### config.mk
export PLATFORM = sky130hd
export DESIGN_NAME = setclr_regbank
export DESIGN_NICKNAME = d
export VERILOG_FILES = /design/src/rtl/setclr_pkg.sv /design/src/rtl/setclr_decode.sv /design/src/rtl/setclr_reg.sv /design/src/rtl/setclr_rdmux.sv /design/src/rtl/setclr_regbank.sv
export SDC_FILE = /design/constraint.sdc
export NUM_CORES = 1
export LEC_CHECK = 0
export BUFFER_PORTS_ARGS = -buffer_cell sky130_fd_sc_hd__buf_2
export CORE_ASPECT_RATIO = 1.25
export CORE_MARGIN = 4
export CORE_UTILIZATION = 30
export CTS_CLUSTER_DIAMETER = 30
export DETAILED_ROUTE_END_ITERATION = 16
export SLEW_MARGIN = 20
export SYNTH_ARGS = -nofsm -noshare
export SYNTH_HDL_FRONTEND = slang
export SYNTH_HIERARCHICAL = 1
export SYNTH_SLANG_ARGS = --single-unit
### constraint.sdc
create_clock -name clk -period 2.7 [get_ports clk]
set_input_delay 0.135 -clock clk [delete_from_list [all_inputs] [get_ports clk]]
set_output_delay 0.135 -clock clk [all_outputs]
set_load 0.01 [all_outputs]
### src/rtl/setclr_pkg.sv
// Package: shared definitions for the set/clear aliased register bank.
// Assumes a 16-byte slot per register, with the alias selected by byte
// offset bits [3:2].
package setclr_pkg;

    // Alias selected inside one 16-byte register slot. Encoded by paddr[3:2].
    typedef enum logic [1:0] {
        SLOT_SET   = 2'd0,
        SLOT_CLR   = 2'd1,
        SLOT_READ  = 2'd2,
        SLOT_SPARE = 2'd3
    } slot_e;

    localparam int SLOT_BYTES_LOG2 = 4;

endpackage

### src/rtl/setclr_decode.sv
// Module: setclr_decode
// Turns an APB address and the phase signals into per-register strobes.
// - A set or clear strobe fires only in a completed write access phase.
// - A read select fires only during a read transfer.
// Assumes the bus decoder has already qualified psel for this window.
// Offset bits above the slot field pick the register; bits [1:0] are ignored.
module setclr_decode
    import setclr_pkg::*;
#(
    parameter int NUM_REGS = 4,
    parameter int ADDR_W   = 8
) (
    input  logic                clk,
    input  logic                rst_n,
    input  logic                psel,
    input  logic                penable,
    input  logic                pwrite,
    input  logic [ADDR_W-1:0]   paddr,
    output logic [NUM_REGS-1:0] set_en,
    output logic [NUM_REGS-1:0] clr_en,
    output logic [NUM_REGS-1:0] rd_sel
);
    localparam int IDX_W = ADDR_W - SLOT_BYTES_LOG2;

    logic [IDX_W-1:0] slot_idx;
    slot_e            slot_kind;
    logic             wr_commit;
    logic             rd_active;
    logic [1:0]       unused_lo;

    // Split the byte offset into the register index and the alias field.
    always_comb begin
        slot_idx  = paddr[ADDR_W-1:SLOT_BYTES_LOG2];
        slot_kind = slot_e'(paddr[3:2]);
        unused_lo = paddr[1:0];
        wr_commit = psel && penable && pwrite;
        rd_active = psel && !pwrite;
    end

    // One strobe set per register. Indices past NUM_REGS match nothing.
    for (genvar k = 0; k < NUM_REGS; k++) begin : g_slot
        logic idx_match;
        always_comb begin
            idx_match = (slot_idx == IDX_W'(k));
            set_en[k] = wr_commit && idx_match && (slot_kind == SLOT_SET);
            clr_en[k] = wr_commit && idx_match && (slot_kind == SLOT_CLR);
            rd_sel[k] = rd_active && idx_match && (slot_kind == SLOT_READ);
        end
    end

    // at most one alias of one register is strobed per cycle
    p_one_strobe_r7: assert property (@(posedge clk) disable iff (!rst_n)
        $onehot0({set_en, clr_en}));

endmodule

### src/rtl/setclr_reg.sv
// Module: setclr_reg
// One control register with bitwise set and clear masks.
// Assumes set_en and clr_en are never high in the same cycle; the decoder
// guarantees this. Set takes precedence if both were ever high.
module setclr_reg #(
    parameter int DATA_W = 32
) (
    input  logic              clk,
    input  logic              rst_n,
    input  logic              set_en,
    input  logic              clr_en,
    input  logic [DATA_W-1:0] mask,
    output logic [DATA_W-1:0] q
);
    // Store the register. Ones in the mask act on it; zeros leave bits alone.
    always_ff @(posedge clk) begin
        if (!rst_n)      q <= '0;
        else if (set_en) q <= q | mask;
        else if (clr_en) q <= q & ~mask;
    end

    // after a set strobe, the masked bits are 1 and the others keep their value
    p_set_bits_r2: assert property (@(posedge clk) disable iff (!rst_n)
        set_en |=> (((q & $past(mask)) == $past(mask)) &&
                    ((q & ~$past(mask)) == ($past(q) & ~$past(mask)))));

    // after a clear strobe, the masked bits are 0 and the others keep their value
    p_clr_bits_r3: assert property (@(posedge clk) disable iff (!rst_n)
        (clr_en && !set_en) |=> (((q & $past(mask)) == '0) &&
                    ((q & ~$past(mask)) == ($past(q) & ~$past(mask)))));

    // without a strobe the register holds its value
    p_hold_r6: assert property (@(posedge clk) disable iff (!rst_n)
        !(set_en || clr_en) |=> $stable(q));

endmodule

### src/rtl/setclr_rdmux.sv
// Module: setclr_rdmux
// Read-data multiplexer. It returns the register picked by a one-hot select
// and returns zero when nothing is selected.
// Assumes rd_sel is one-hot or all zeros.
module setclr_rdmux #(
    parameter int NUM_REGS = 4,
    parameter int DATA_W   = 32
) (
    input  logic [NUM_REGS-1:0]        rd_sel,
    input  logic [NUM_REGS*DATA_W-1:0] q_flat,
    output logic [DATA_W-1:0]          rdata
);
    // AND-OR select, so a missing select yields zero.
    always_comb begin
        rdata = '0;
        for (int k = 0; k < NUM_REGS; k++) begin
            if (rd_sel[k]) rdata = rdata | q_flat[k*DATA_W +: DATA_W];
        end
    end

endmodule

### src/rtl/setclr_regbank.sv
// Module: setclr_regbank (top)
// APB slave holding NUM_REGS control registers. Each register has set,
// clear and read aliases in a 16-byte slot. The slave has no wait states.
// Writes take effect at the edge that closes the access phase.
// Read data is combinational from the address during a read transfer.
// Assumes the bus decoder drives psel only for this block's window.
module setclr_regbank #(
    parameter int NUM_REGS = 4,
    parameter int DATA_W   = 32,
    parameter int ADDR_W   = 8
) (
    input  logic                        clk,
    input  logic                        rst_n,
    input  logic                        psel,
    input  logic                        penable,
    input  logic                        pwrite,
    input  logic [ADDR_W-1:0]           paddr,
    input  logic [DATA_W-1:0]           pwdata,
    output logic [DATA_W-1:0]           prdata,
    output logic                        pready,
    output logic [NUM_REGS*DATA_W-1:0]  reg_q
);
    logic [NUM_REGS-1:0] set_en;
    logic [NUM_REGS-1:0] clr_en;
    logic [NUM_REGS-1:0] rd_sel;

    // no wait states, every access completes in its first access cycle
    assign pready = 1'b1;

    // Address and phase decode into per-register strobes.
    setclr_decode #(.NUM_REGS(NUM_REGS), .ADDR_W(ADDR_W)) u_decode (
        .clk     (clk),
        .rst_n   (rst_n),
        .psel    (psel),
        .penable (penable),
        .pwrite  (pwrite),
        .paddr   (paddr),
        .set_en  (set_en),
        .clr_en  (clr_en),
        .rd_sel  (rd_sel)
    );

    // One storage element per register, exported in parallel.
    for (genvar k = 0; k < NUM_REGS; k++) begin : g_reg
        setclr_reg #(.DATA_W(DATA_W)) u_reg (
            .clk    (clk),
            .rst_n  (rst_n),
            .set_en (set_en[k]),
            .clr_en (clr_en[k]),
            .mask   (pwdata),
            .q      (reg_q[k*DATA_W +: DATA_W])
        );
    end

    // Read-data selection.
    setclr_rdmux #(.NUM_REGS(NUM_REGS), .DATA_W(DATA_W)) u_rdmux (
        .rd_sel (rd_sel),
        .q_flat (reg_q),
        .rdata  (prdata)
    );

    // the bank is stable in any cycle without a completed write access
    p_no_write_stable_r6: assert property (@(posedge clk) disable iff (!rst_n)
        !(psel && penable && pwrite) |=> $stable(reg_q));

    // non-zero read data only while a read alias is being read
    p_rdata_zero_r5: assert property (@(posedge clk) disable iff (!rst_n)
        (prdata != '0) |-> (psel && !pwrite && (paddr[3:2] == 2'd2)));

endmodule

==> results of run 1 <==
worst min-delay path, stage by stage:
cell and delay, ns:
buf_2 0.14, nand2_1 0.06, a31o_1 0.13
cells by family (layout without fill, tap and decap cells):
family / after synthesis / after routing
other: 1 / 1
AO/OA/AOI/OAI: 192 / 192
buffers and inverters: 66 / 257
flip-flops: 128 / 128
AND/OR/NAND/NOR: 306 / 306
synth_stat cells:
cell type | instances | share of area, %
dfxtp_1 | 128 | 41
clkbuf_1 | 12 | 0.72
nand4b_1 | 1 | 0.14
buf_6 | 34 | 6.1
and3_1 | 128 | 13
buf_2 | 18 | 1.4
or4_4 | 1 | 0.18
or4b_4 | 2 | 0.44
conb_1 | 1 | 0.060
a22oi_1 | 64 | 7.7
a31o_1 | 124 | 17
buf_4 | 1 | 0.12
nor3_2 | 2 | 0.32
nand4bb_1 | 2 | 0.36
nor3_1 | 6 | 0.48
nand2_1 | 160 | 9.6
inv_1 | 1 | 0.060
a31o_2 | 4 | 0.56
nor2_1 | 4 | 0.24
area by class of cell:
| class | count | area (um^2) | area share (%) |
|---|---|---|---|
| Multi-Input combinational cell | 499 | 3214 | 40.67 |
| Sequential cell | 128 | 2562 | 32.43 |
| Timing Repair Buffer | 224 | 1232 | 15.60 |
| Clock buffer | 22 | 464.2 | 5.874 |
| Tap cell | 270 | 337.8 | 4.275 |
| Clock inverter | 10 | 87.58 | 1.108 |
| Inverter | 1 | 3.754 | 0.04750 |
power by group through the flow:
stage	Clock (mW)	Sequential (mW)	Combinational, mW
finish	2.15	1.89	0.161
global route	2.31	1.89	0.178
CTS	2.23	1.89	0.160
detailed placement	0	1.93	0.159
global placement	0	1.93	0.155
floorplan	0	1.94	0.0974
metal layers:
metal  up-vias  routed length [um]
met3         8                1244
met2       185                9954
met5         -                   0
met1      2942                9712
met4         0                 128
li1       2932                   -
path summary, 6_finish.rpt:
kind / start / endpoint / slack, ns / cells past startpoint
worst max-delay path: paddr[2] / prdata[10] / 0.61 / 7
worst min-delay path: pwdata[1] / flip-flop / 0.08 / 3
worst max register to register: flip-flop / flip-flop / 2.05 / 1
worst min register to register: flip-flop / flip-flop / 0.50 / 1
==> impl_metrics.py, run 1 <==
metrics = {
    "outcome": {
        "status": "complete, no violations",
    },
    "critical_path": {
        "crit_slowest_cell": "nand4bb_1",
        "start_kind": "input pin",
        "path_cells": "buf_2, nand4bb_1, nor2_4, buf_12, a22oi_1, nand2_1, buf_2",
        "cp_max_fo": 25,
        "worst_path_largest_cell_delay_ns": 0.54,
        "crit_required_ns": 2.57,
        "worstPathArrival_ns": 1.96,
        "cp_top_family": "simple AND/OR/NAND/NOR gates",
        "end_kind": "output pin",
        "path_class": "input pin to output pin",
        "path_common_cell": "buf_2",
        "cp_num_buf_inv": 3,
    },
    "floorplanning": {
        "die-area_um2": 23160,
        "die-height_um": 169.2,
        "core_area_um2": 20250,
        "initial_core_util_pct": 30.79,
        "io_pins": 206,
        "rows": 58,
        "die_w_um": 136.9,
    },
    "sta": {
        "max_freq_ghz": 0.4784,
        "worst_slack_ns": 0.6097,
        "tns_ns": 0,
        "max_slew_margin_pct": 56.10,
        "finalCriticalPeriod_ns": 2.090,
        "report.final.slew_viol_count": 0,
        "hold_violations": 0,
        "fin_skew_ns": 0,
        "worstMarginPinSlew_ns": 0.6550,
        "timing.hold.ws_ns": 0.07570,
        "setup-violations-final": 0,
        "rsz0062_at_grt": "false",
        "period_share_pct": 77.42,
    },
    "yosys": {
        "muxShareOfSynthArea_pct": 0,
        "synthXorXnorAreaFrac_pct": 0,
        "synth_area_um2": 6233,
        "yosys_warnings": 6,
        "synth_top_family_by_area": "compound AO/OA/AOI/OAI gates",
        "yosysSeqAreaShare_pct": 41.11,
        "ys_types": 19,
        "synthAdderAreaFrac_pct": 0,
        "synth_nets": 738,
        "synthSimpleGateAreaFrac_pct": 24.65,
        "synth_compound_area_share_pct": 25.69,
        "synth-seq-cells": 128,
        "postSynthAreaPerCell_um2": 8.995,
        "synthesis.instances": 693,
    },
    "pwr": {
        "seqPwrFrac_pct": 45.0,
        "sw_frac_of_total_pct": 23.00,
        "switchingPower_mw": 0.9679,
        "internal_power_mw": 3.240,
        "power_mw": 4.208,
        "irDropWorstVdd_v": 0.0004162,
        "power_frac_comb_pct": 3.8,
        "leakagePower_nw": 3.954,
        "powerDensity_nw_per_um2": 532.5,
        "clockPowerShare_pct": 51.2,
    },
    "drt": {
        "routed_wl_um": 21040,
        "drt_iter0_markers": 442,
        "via_count": 6067,
        "ant_nets": 0,
        "avgViaCountPerCell": 5.257,
        "dr.pass1.iters": 5,
        "wl_per_cell_um": 18.23,
        "drc": 0,
    },
    "cells_and_area": {
        "final_common_cell": "buf_2",
        "n_antenna_cell": 0,
        "final_core_utilization_pct": 39.03,
        "fillers": 2070,
        "fin_area_um2": 7903,
        "layout_common_cells": "201 x buf_2, 160 x nand2_1, 128 x and3_1, 128 x dfxtp_1, 124 x a31o_1",
        "areaGrowthSynthToFinish_pct": 26.78,
        "layout-drive-gt1-share_pct": 30.77,
        "final_cell_count_no_fill": 1154,
        "fin_nets": 916,
    },
    "placement": {
        "dp_slack_ns": 0.6112,
        "dp.cells": 1122,
        "io_buffers": 202,
        "dpl_cell_area_um2": 7351,
        "routabilityCongestion": 0.7415,
        "dp_hpwl_um": 13560,
    },
    "grt": {
        "grt_use_met3_pct": 4.478,
        "grt_pass1_wl_um": 33110,
        "overflow": 0,
        "grt_pass1_vias": 5677,
        "grt_max_degree": 90,
        "grt_busiest_layer": "met2",
        "antenna_found_initial": 0,
        "met1_usage_pct": 24.77,
        "met2_usage_pct": 29.56,
        "grt_usage_pct": 18.22,
    },
    "clock_network": {
        "cts.sinks": 128,
        "cts_max_level": 4,
        "cts_tree": "done",
        "clk_latency_ns": 0.40,
        "cts_resized": 0,
        "postCtsSetupBuffers": 0,
        "hold_buffers": 0,
        "clockBufferDepth": 2,
        "clk_pin_slew_ns": 0.06,
        "cts_buffers": 17,
        "clock-root-buffer": "clkbuf_16",
    },
    "worst_hold_path": {
        "hold_path_class": "input pin to flip-flop",
    },
    "flow_run": {
        "drv_cap": 0,
    },
}
Note: power is estimated with default switching activity, not from simulation.
==> run 2, diff against run 1 <==
==> constraint.sdc (replaced) <==
create_clock -name clk -period 1.9 [get_ports clk]
set_input_delay 0.095 -clock clk [delete_from_list [all_inputs] [get_ports clk]]
set_output_delay 0.095 -clock clk [all_outputs]
set_load 0.01 [all_outputs]
==> run 2 against run 1 <==
  * Utilization rose by 1.0 points
  * Sequential cell count did not move
  * Register-to-register slack got worse by 0.80 ns
  * Combinational power rose by 47%
  * Worst hold slack got worse by 0.035 ns
  * Via count rose by 1.1%
  * Critical path depth did not move
  * Sequential share of layout area fell by 0.85 points
  * Clock power rose by 60%
  * Power rose by 51%
  * Highest routed layer unchanged
==> impl_metrics.py, run 2 (same netlist as run 1, synthesis figures left out) <==
metrics = {
    "critical_path": {
        "path_class": "input pin to output pin",
        "cp_num_buf_inv": 3,
        "end_kind": "output pin",
        "reg2reg_slack_ns": 1.25,
        "cp_top_family": "simple AND/OR/NAND/NOR gates",
        "start_kind": "input pin",
        "path_common_cell": "buf_2",
        "r2r.worst_path.cells": 1,
        "crit_required_ns": 1.80,
        "worstPathArrival_ns": 1.57,
        "crit_slowest_cell": "or4_4",
        "worst_path_largest_cell_delay_ns": 0.61,
        "cp_max_fo": 26,
        "path_cells": "buf_2, or4_4, nor2_4, buf_12, a22oi_1, nand2_1, buf_2",
    },
    "drt": {
        "dr.pass1.iters": 5,
        "wl_per_cell_um": 18.22,
        "ant_nets": 0,
        "routed_wl_um": 21210,
        "drc": 0,
        "via_count": 6133,
        "drt_iter0_markers": 345,
        "avgViaCountPerCell": 5.269,
    },
    "floorplanning": {
        "initial_core_util_pct": 30.79,
        "rows": 58,
        "die-area_um2": 23160,
        "die-height_um": 169.2,
        "io_pins": 206,
        "die_w_um": 136.9,
        "core_area_um2": 20250,
    },
    "clock_network": {
        "clk_latency_ns": 0.40,
        "cts_buffers": 17,
        "clock-root-buffer": "clkbuf_16",
        "postCtsSetupBuffers": 0,
        "hold_buffers": 0,
        "clockBufferDepth": 2,
        "cts_tree": "done",
        "cts_resized": 0,
        "cts.sinks": 128,
        "cts_max_level": 4,
        "clk_pin_slew_ns": 0.06,
    },
    "sta": {
        "finalCriticalPeriod_ns": 1.662,
        "fin_skew_ns": 0,
        "period_share_pct": 87.49,
        "hold_violations": 0,
        "setup-violations-final": 0,
        "rsz0062_at_grt": "false",
        "tns_ns": 0,
        "report.final.slew_viol_count": 0,
        "max_freq_ghz": 0.6016,
    },
    "placement": {
        "routabilityCongestion": 0.7497,
        "dpl_cell_area_um2": 7488,
        "dp_hpwl_um": 13990,
        "io_buffers": 202,
    },
    "pwr": {
        "leakagePower_nw": 4.071,
        "irDropWorstVdd_v": 0.0005100,
        "power_mw": 6.366,
        "powerDensity_nw_per_um2": 784.6,
    },
    "worst_hold_path": {
        "hold_path_depth": 3,
        "hold_path_class": "input pin to flip-flop",
        "worstHoldStart": "pwdata[5]",
    },
    "cells_and_area": {
        "final_common_cell": "buf_2",
        "fin_nets": 926,
        "fin_area_um2": 8114,
        "n_antenna_cell": 0,
        "areaGrowthSynthToFinish_pct": 30.17,
        "layout_common_cells": "201 x buf_2, 160 x nand2_1, 128 x and3_1, 128 x dfxtp_1, 124 x a31o_1",
        "layout-drive-gt1-share_pct": 31.88,
    },
    "flow_run": {
        "drv_cap": 0,
    },
    "grt": {
        "grt_max_degree": 83,
        "grt_usage_pct": 18.23,
        "grt_pass1_vias": 5826,
        "grt_pass1_wl_um": 33110,
        "overflow": 0,
        "antenna_found_initial": 0,
    },
    "outcome": {
        "status": "complete, no violations",
    },
}
run 2: report_power, final:
group          internal, mW  leakage [nW]  switching, mW
Clock                  2.23         0.312           1.21
Combinational        0.0663          2.73          0.170
Sequential             2.69          1.03        0.00277
run 2: worst max path at each step:
stage               cells after the start     start  slack [ns]          to
floorplan                               5  paddr[5]        0.37   flip-flop
global placement                        6  paddr[4]        0.12   flip-flop
detailed placement                      6  paddr[4]        0.07   flip-flop
CTS                                     7  paddr[5]        0.23  prdata[10]
global route                            7  paddr[5]        0.18  prdata[10]
finish                                  7  paddr[5]        0.24  prdata[10]
run 2: per-stage QoR:
step                std cells  utilization [%]  hold WS, ns  setup WS [ns]
floorplan                 693                -       0.2855         0.3691
global placement         1132            36.99       0.4463         0.1248
detailed placement       1132            36.99       0.4516        0.07250
CTS                      1164            40.08      0.01983         0.2301
global route             1164            40.08      0.02917         0.1833
finish                   1164            40.08      0.04091         0.2378
run 2: final cells by class:
type	instances	area [um^2]
Sequential cell	128	2562
Fill cell	2054	12130
Multi-Input combinational cell	499	3214
Clock inverter	10	131.4
Tap cell	270	337.8
Clock buffer	22	494.2
Timing Repair Buffer	234	1370
Inverter	1	3.754
run 2: per-layer routing:
metal | vias up | share of wire, % | track usage (%)
li1 | 2949 | - | -
met1 | 2984 | 45 | 23.53
met2 | 186 | 48 | 30.33
met3 | 14 | 6.1 | 4.537
met4 | 0 | 0.91 | 4.861
met5 | - | 0 | 0
